===== src/rtl/mbox_cmd_seq.sv =====
module mbox_cmd_seq #(
  parameter int CLK_HZ     = 100_000_000,
  parameter int TMO_CYCLES = 2 * CLK_HZ,
  parameter int PAY_BYTES  = 256,
  parameter int AW         = 12,
  parameter int LW         = 21
) (
  input  logic          clk,
  input  logic          rst_n,
  input  logic          req_valid,
  output logic          req_ready,
  input  logic [15:0]   req_opcode,
  input  logic [LW-1:0] req_in_len,
  input  logic [LW-1:0] req_out_max,
  input  logic          req_out_en,
  output logic          rsp_done,
  output logic [1:0]    rsp_status,
  output logic [15:0]   rsp_code,
  output logic [LW-1:0] rsp_out_len,
  output logic          bus_valid,
  output logic          bus_write,
  output logic [AW-1:0] bus_addr,
  output logic [63:0]   bus_wdata,
  input  logic          bus_ack,
  input  logic [63:0]   bus_rdata
);

  localparam int TW = $clog2(TMO_CYCLES + 1);
  localparam logic [TW-1:0] TMO_LAST = TW'(TMO_CYCLES - 1);
  localparam logic [LW-1:0] PAY_LIM  = LW'(PAY_BYTES);
  localparam logic [AW-1:0] A_CTRL = AW'(12'h000);
  localparam logic [AW-1:0] A_CMD  = AW'(12'h008);
  localparam logic [AW-1:0] A_STAT = AW'(12'h010);
  localparam logic [AW-1:0] A_HLTH = AW'(12'h018);
  localparam logic [AW-1:0] A_PAY  = AW'(12'h100);
  localparam logic [1:0] ST_OK = 2'd0, ST_BUSY = 2'd1, ST_FAULT = 2'd2, ST_TMO = 2'd3;

  typedef enum logic [3:0] {
    S_IDLE, S_W1, S_W1F, S_HLTH, S_CHK, S_WCMD, S_WPAY, S_RING,
    S_W2, S_W2F, S_STAT, S_RLEN, S_RPAY
  } state_t;

  state_t        state;
  logic [TW-1:0] cnt;
  logic [LW-1:0] wcnt, wtot;
  logic [15:0]   op_q;
  logic [LW-1:0] inlen_q, omax_q;
  logic          oen_q;

  function automatic logic [LW-1:0] min2(input logic [LW-1:0] a, input logic [LW-1:0] b);
    return (a < b) ? a : b;
  endfunction

  function automatic logic [LW-1:0] nwords(input logic [LW-1:0] n);
    logic [LW:0] t;
    t = {1'b0, n} + (LW+1)'(7);
    return LW'(t[LW:3]);
  endfunction

  wire            db_busy  = bus_rdata[0];
  wire            rdy_ok   = bus_rdata[4] && (bus_rdata[3:2] == 2'b01);
  wire            hlth_bad = bus_rdata[0] | bus_rdata[1] | (|bus_rdata[7:5]);
  wire [15:0]     rc       = bus_rdata[47:32];
  wire [LW-1:0]   dev_len  = bus_rdata[16 +: LW];
  wire [LW-1:0]   n_clamp  = min2(omax_q, min2(PAY_LIM, dev_len));
  wire [AW-1:0]   pay_addr = A_PAY + AW'({wcnt, 3'b000});
  wire            polling  = (state == S_W1) || (state == S_W2);

  assign req_ready = (state == S_IDLE);

  always_comb begin
    bus_valid = 1'b1;
    bus_write = 1'b0;
    bus_addr  = A_CTRL;
    bus_wdata = '0;
    case (state)
      S_IDLE: bus_valid = 1'b0;
      S_HLTH: bus_addr = A_HLTH;
      S_WCMD: begin
        bus_write = 1'b1;
        bus_addr  = A_CMD;
        bus_wdata = 64'(op_q) | (64'(inlen_q) << 16);
      end
      S_WPAY: begin
        bus_write = 1'b1;
        bus_addr  = pay_addr;
      end
      S_RING: begin
        bus_write = 1'b1;
        bus_wdata = 64'd1;
      end
      S_STAT: bus_addr = A_STAT;
      S_RLEN: bus_addr = A_CMD;
      S_RPAY: bus_addr = pay_addr;
      default: ;
    endcase
  end

  always_ff @(posedge clk or negedge rst_n) begin
    if (!rst_n) begin
      state       <= S_IDLE;
      cnt         <= '0;
      wcnt        <= '0;
      wtot        <= '0;
      op_q        <= '0;
      inlen_q     <= '0;
      omax_q      <= '0;
      oen_q       <= 1'b0;
      rsp_done    <= 1'b0;
      rsp_status  <= ST_OK;
      rsp_code    <= '0;
      rsp_out_len <= '0;
    end else begin
      rsp_done <= 1'b0;
      if (polling && cnt != TMO_LAST) cnt <= cnt + 1'b1;
      case (state)
        S_IDLE: if (req_valid) begin
          op_q    <= req_opcode;
          inlen_q <= req_in_len;
          omax_q  <= req_out_max;
          oen_q   <= req_out_en;
          cnt     <= '0;
          state   <= S_W1;
        end
        S_W1, S_W2: if (bus_ack) begin
          if (!db_busy)             state <= (state == S_W1) ? S_HLTH : S_STAT;
          else if (cnt == TMO_LAST) state <= (state == S_W1) ? S_W1F : S_W2F;
        end
        S_W1F, S_W2F: if (bus_ack) begin
          if (db_busy) begin
            rsp_done <= 1'b1; rsp_status <= ST_TMO; rsp_code <= '0; rsp_out_len <= '0;
            state <= S_IDLE;
          end else begin
            state <= (state == S_W1F) ? S_HLTH : S_STAT;
          end
        end
        S_HLTH: if (bus_ack) begin
          if (!rdy_ok || hlth_bad) begin
            rsp_done <= 1'b1; rsp_status <= rdy_ok ? ST_FAULT : ST_BUSY;
            rsp_code <= '0; rsp_out_len <= '0;
            state <= S_IDLE;
          end else begin
            state <= S_CHK;
          end
        end
        S_CHK: if (bus_ack) begin
          if (db_busy) begin
            rsp_done <= 1'b1; rsp_status <= ST_BUSY; rsp_code <= '0; rsp_out_len <= '0;
            state <= S_IDLE;
          end else begin
            state <= S_WCMD;
          end
        end
        S_WCMD: if (bus_ack) begin
          wcnt  <= '0;
          wtot  <= nwords(inlen_q);
          state <= (inlen_q != '0) ? S_WPAY : S_RING;
        end
        S_WPAY: if (bus_ack) begin
          if (wcnt == wtot - 1'b1) state <= S_RING;
          else wcnt <= wcnt + 1'b1;
        end
        S_RING: if (bus_ack) begin
          cnt   <= '0;
          state <= S_W2;
        end
        S_STAT: if (bus_ack) begin
          rsp_code <= rc;
          if (rc != '0) begin
            rsp_done <= 1'b1; rsp_status <= ST_OK; rsp_out_len <= '0;
            state <= S_IDLE;
          end else begin
            state <= S_RLEN;
          end
        end
        S_RLEN: if (bus_ack) begin
          if (oen_q && n_clamp != '0) begin
            rsp_out_len <= n_clamp;
            wcnt  <= '0;
            wtot  <= nwords(n_clamp);
            state <= S_RPAY;
          end else begin
            rsp_done <= 1'b1; rsp_status <= ST_OK; rsp_out_len <= '0;
            state <= S_IDLE;
          end
        end
        S_RPAY: if (bus_ack) begin
          if (wcnt == wtot - 1'b1) begin
            rsp_done <= 1'b1; rsp_status <= ST_OK;
            state <= S_IDLE;
          end else begin
            wcnt <= wcnt + 1'b1;
          end
        end
        default: state <= S_IDLE;
      endcase
    end
  end

  logic wr_seen;
  always_ff @(posedge clk or negedge rst_n) begin
    if (!rst_n) wr_seen <= 1'b0;
    else if (req_valid && req_ready) wr_seen <= 1'b0;
    else if (bus_valid && bus_write && bus_ack) wr_seen <= 1'b1;
  end


  done_pulse_chk: assert property (@(posedge clk) disable iff (!rst_n) rsp_done |=> !rsp_done);

  accept_busy_chk: assert property (@(posedge clk) disable iff (!rst_n)
    (req_valid && req_ready) |=> !req_ready);

  no_write_on_reject_chk: assert property (@(posedge clk) disable iff (!rst_n)
    (rsp_done && (rsp_status == ST_BUSY || rsp_status == ST_FAULT)) |-> !wr_seen);

  len_bound_chk: assert property (@(posedge clk) disable iff (!rst_n)
    rsp_done |-> (rsp_out_len <= PAY_LIM));

  len_zero_on_err_chk: assert property (@(posedge clk) disable iff (!rst_n)
    (rsp_done && (rsp_status != ST_OK || rsp_code != '0)) |-> (rsp_out_len == '0));

  bus_hold_chk: assert property (@(posedge clk) disable iff (!rst_n)
    (bus_valid && !bus_ack) |=> (bus_valid && $stable(bus_addr) && $stable(bus_write)));

endmodule


===== config.mk =====
export PLATFORM = sky130hd
export DESIGN_NAME = mbox_cmd_seq
export DESIGN_NICKNAME = d
export VERILOG_FILES = /design/src/rtl/mbox_cmd_seq.sv
export SDC_FILE = /design/constraint.sdc
export NUM_CORES = 1
export LEC_CHECK = 0
export CAP_MARGIN = 10
export CORE_MARGIN = 2
export CORE_UTILIZATION = 45
export DETAILED_ROUTE_END_ITERATION = 6
export PLACE_DENSITY = 0.73
export SLEW_MARGIN = 25
export SYNTH_ARGS = -nofsm -noshare
export SYNTH_HDL_FRONTEND = slang
export SYNTH_SLANG_ARGS = --single-unit

===== constraint.sdc =====
create_clock -name clk -period 5.1 [get_ports clk]
set_clock_uncertainty 0.2 [all_clocks]
set_input_delay 1.275 -clock clk [delete_from_list [all_inputs] [get_ports clk]]
set_output_delay 1.275 -clock clk [all_outputs]
set_load 0.01 [all_outputs]

==> impl_table.tex <==
\begin{tabular}{lr}
\hline
Metric & Value \\
\hline
\multicolumn{2}{l}{\textbf{CTS}} \\
CTS Sinks & 171 \\
Count of H-tree levels built during CTS & 4 \\
Clock network latency to the later pin of the worst-skew pair & 0.44 ns \\
TritonCTS buffer count & 17 \\
Bufs on Longest Clock Path & 2 \\
Clock root buffer & clkbuf\_16 \\
TritonCTS clock tree & yes \\
Clock input transition at the sequential cells of the worst setup and hold paths & roughly 0.070 ns \\
\multicolumn{2}{l}{\textbf{Place}} \\
Total cell area at the placement stage & 13200 um2 \\
Dpl ws & -0.429 ns \\
HPWL after detailed placement & 22300 um \\
Gpl congestion & $\sim$0.92 \\
Placed cell count & between 1500 and 2000 \\
PortBufs & approximately 190 \\
\multicolumn{2}{l}{\textbf{Power and ir drop}} \\
Sequential share of power & 34.8\% \\
Static leakage & 6.11 nW \\
Logic gate share of total power & a little over two fifths \\
Worst supply voltage drop on vdd & 0.268 mV \\
Switching share of total power & 40.0\% \\
Part of the total power dissipated in the clock network & a little over a fifth \\
Internal power component & 3.71 mW \\
Design Power & 6.18 mW \\
Switch Pwr & 2.47 mW \\
Cell area power density & 441 nW/um2 \\
\multicolumn{2}{l}{\textbf{Synthesis}} \\
Arithmetic-cell share of the synthesized area counting full adders, half adders and majority gates & slightly below 3\% \\
Cell Area, Synth & 10500 um2 \\
Synth Area in Compound Gates & 16.2\% \\
Post-synthesis share of cell area spent on and, or, nand and nor gates & 22.2\% \\
Yosys warns & 0 \\
Dominant register cell in the synthesized netlist & dfrtp\_1 \\
Combinational family with the most area after synthesis & simple AND/OR/NAND/NOR gates \\
Fraction of the yosys area taken by sequential cells & about two fifths \\
Yosys reg bits & roughly 170 \\
Count of flip-flops with a built-in enable after synthesis & 0 \\
Mean cell area of the mapped netlist & 9.12 um2 \\
Count of different cell masters after synthesis & 80 \\
Cell count after synthesis & 1154 \\
Share of cell area taken by muxes after synthesis & 7.43\% \\
Post-synth ARST share & 100\% \\
Xor/xnor share of the synthesized area & 5.07\% \\
\multicolumn{2}{l}{\textbf{Worst setup path}} \\
Combined buffer and inverter count along the critical path & 3 \\
Data arrival time of the critical path & around 5.1 ns \\
Endpoint class of the critical path & flip-flop \\
Max FO, Critical Path & 6 \\
Critical path's largest stage delay & $\sim$0.45 ns \\
Crit path top cell by count & nor4\_4 \\
WS Path Type & primary input to flip-flop \\
Slowest cell on the critical path & clkdlybuf4s50\_1 \\
Required time reported for the critical path endpoint & 5.23 ns \\
Worst-case register-to-register setup slack & 1.07 ns \\
Cells along the critical path & clkdlybuf4s50\_1, nor4\_4, and4\_4, and3\_4, inv\_1, ha\_1, a21oi\_1, o21ai\_1, a221o\_1, nor4\_2, nor3b\_1, buf\_4, nor4\_4, and4b\_2, a31oi\_1, o31ai\_1 \\
Family with the most delay on the worst path & simple AND/OR/NAND/NOR gates \\
CP startpoint kind & primary input \\
\multicolumn{2}{l}{\textbf{Layout}} \\
Area added between synthesis and finish & 32.9\% \\
Fraction of layout cells with a size suffix above 1 & 16.5\% \\
Final standard cell count with taps included and fillers excluded & 1735 \\
Final design area excluding fillers & 14000 um2 \\
Net total in the final layout & 1561 \\
\multicolumn{2}{l}{\textbf{Run}} \\
Max-cap violation count & 0 \\
\multicolumn{2}{l}{\textbf{STA}} \\
Setup-violating endpoint count in the final report & 0 \\
Relative max-transition margin & 42.5\% \\
Fin crit share & a little over nine tenths \\
Worst Tran Pin Value & 0.855 ns \\
Fmax achieved & approximately 0.2 GHz \\
Final hold viol count & 0 \\
Minimum clock period & about 5.0 ns \\
Slew Viols, Final & 0 \\
Final worst setup slack & 0.118 ns \\
\multicolumn{2}{l}{\textbf{Drt}} \\
Number of violations reported at the end of detailed-routing iteration 0 & between 700 and 800 \\
Total Wirelength & 30500 um \\
Count of antenna-violating nets left after detailed routing & 0 \\
DRC violations left & 0 \\
Average wire per cell in the routed design & 17.6 um \\
Vias per std cell & 5.66 \\
Count of TritonRoute iterations in the first routing pass & 5 \\
Via Count & 9819 \\
\multicolumn{2}{l}{\textbf{Hold path}} \\
Worst Hold Class & flip-flop to flip-flop \\
\multicolumn{2}{l}{\textbf{Global route}} \\
Number of global-route vias before repair & 9385 \\
First-pass GRT wire length & 48400 um \\
Overflow left after global routing & 0 \\
Initial antenna violation count & 1 \\
Global router's overall resource usage & about a quarter \\
Maximum number of pins on one net before global-route repair & 83 \\
\multicolumn{2}{l}{\textbf{Floorplanning}} \\
Placement Rows & 55 \\
Die X-Extent & between 150 and 200 um \\
Total I/O pin count & 246 \\
Die outline height & 157 um \\
Effective utilization at floorplan & 46.2\% \\
Placeable Area & 22800 um2 \\
Die outline area & 24600 um2 \\
\multicolumn{2}{l}{\textbf{Outcome}} \\
Run status & finished clean \\
\hline
\end{tabular}
-- registers in the layout (all words and copies together) (netlist names) --
name and cells:
inlen_q 21, wcnt 21, rsp_out_len 21, omax_q 21, rsp_code 16, oen_q 1, cnt 28, wtot 19
rsp_done 1, state 4, op_q 16, rsp_status 2
-- power groups by stage --
stage	registers [mW]	logic (mW)	clock network (mW)
global placement	2.14	2.55	0
floorplan	1.95	1.94	0
CTS	2.14	2.64	1.36
detailed placement	2.17	2.61	0
global route	2.20	2.96	1.41
finish	2.15	2.69	1.34
-- cells in the final DEF (no fill, tap or decap), drive strengths merged, types with 9 or more instances in the layout --
cell and instances:
xnor2 30, a22o 18, o21ai 89, ha 25, a21oi 54, nor3 17, mux2 62, or4 13
o31ai 25, nor2 78, or3 14, dfrtp 171, nand2b 9, nand3 49, conb 42, nand2 124
xor2 31, and3 65, nor4 20, clkbuf 18, clkdlybuf4s50 189, inv 35, nand4 25, buf 96
-- cells by family (layout without fill, tap and decap cells) --
| group | Yosys count | in the layout |
|---|---|---|
| xor+xnor | 61 | 61 |
| mux | 70 | 70 |
| other cells | 2 | 43 |
| buf+inv | 120 | 347 |
| fa+ha+maj | 25 | 25 |
| compound gates | 257 | 257 |
| flops | 171 | 171 |
| simple gates | 448 | 448 |
-- area by class of cell --
type | count | area (um2)
well taps | 313 | 392
clock inverters | 13 | 156
flip-flops and latches | 171 | 4280
multi-input cells | 903 | 5960
diodes | 1 | 2.50
clock buffers | 18 | 439
repair buffers | 286 | 2650
inverters | 30 | 113
fillers | 1892 | 8780
-- tightest hold or removal path, delay by kind of cell, from the launching register on --
family	cells	cell delay [ns]
compound gates	1	0.05
flops	1	0.34
simple gates	1	0.04
-- per-stage QoR --
stage               setup TNS (ns)  util, %  hold WS [ns]
floorplan                        0        -         0.265
CTS                              0     60.8         0.283
finish                           0     61.4         0.278
global route               -0.0393     61.4         0.302
detailed placement          -15.19     58.1         0.268
global placement            -11.12     58.1         0.261
-- synth_stat cells (5+ instances only) --
cell type / count / area, um2
dfrtp_1: 171 / 4280
nand2_1: 124 / 465
o21ai_0: 88 / 440
nor2_1: 78 / 293
and3_1: 65 / 407
mux2_2: 61 / 687
a21oi_1: 53 / 265
nand3_1: 48 / 240
clkbuf_1: 44 / 165
buf_4: 32 / 240
xor2_1: 31 / 272
xnor2_1: 30 / 263
inv_1: 29 / 109
ha_1: 25 / 313
nand4_1: 25 / 156
o31ai_1: 25 / 188
a22o_1: 18 / 158
nor3_1: 17 / 85.1
nor4_1: 16 / 100
or3_1: 13 / 81.3
or4_1: 13 / 97.6
buf_1: 11 / 41.3
nand2b_1: 9 / 56.3
a31oi_1: 8 / 50.1
mux2i_1: 8 / 80.1
a22oi_1: 7 / 52.6
a211oi_1: 6 / 45.0
a21o_1: 6 / 45.0
and4_1: 6 / 52.6
and2_1: 5 / 31.3
or2_2: 5 / 31.3
-- worst paths after layout --
kind                                               to  depth (start not counted)                startpoint
max in group asynchronous  rsp_out_len[7]$_DFFE_PN0P_                          2                     rst_n
min                          rsp_code[15]$_DFFE_PN0P_                          2  rsp_code[15]$_DFFE_PN0P_
min reg2reg                  rsp_code[15]$_DFFE_PN0P_                          2  rsp_code[15]$_DFFE_PN0P_
min in group asynchronous        wcnt[16]$_DFFE_PN0P_                          1                     rst_n
max                              wtot[17]$_DFFE_PN0P_                         16             bus_rdata[28]
max reg2reg                 rsp_status[0]$_DFFE_PN0P_                         10       wtot[0]$_DFFE_PN0P_
-- routing by layer --
| metal | track usage, % | wire length [um] | up-vias |
|---|---|---|---|
| li1 | - | - | 4657 |
| met1 | 32.3 | 13000 | 4708 |
| met2 | 40.0 | 14400 | 376 |
| met3 | 6.53 | 2310 | 78 |
| met4 | 7.12 | 806 | 0 |
| met5 | 0 | 0 | - |
-- what timing repair did --
item / in CTS / in global routing
pin swaps: 1 / 15
cloned: 0 / 0
endpoints found under the setup margin: 2 / 48
hold buffers: 0 / 0
buffers inserted: 0 / 6
gates resized for setup: 3 / 25
No activity file was read; power rests on OpenSTA's default activity.
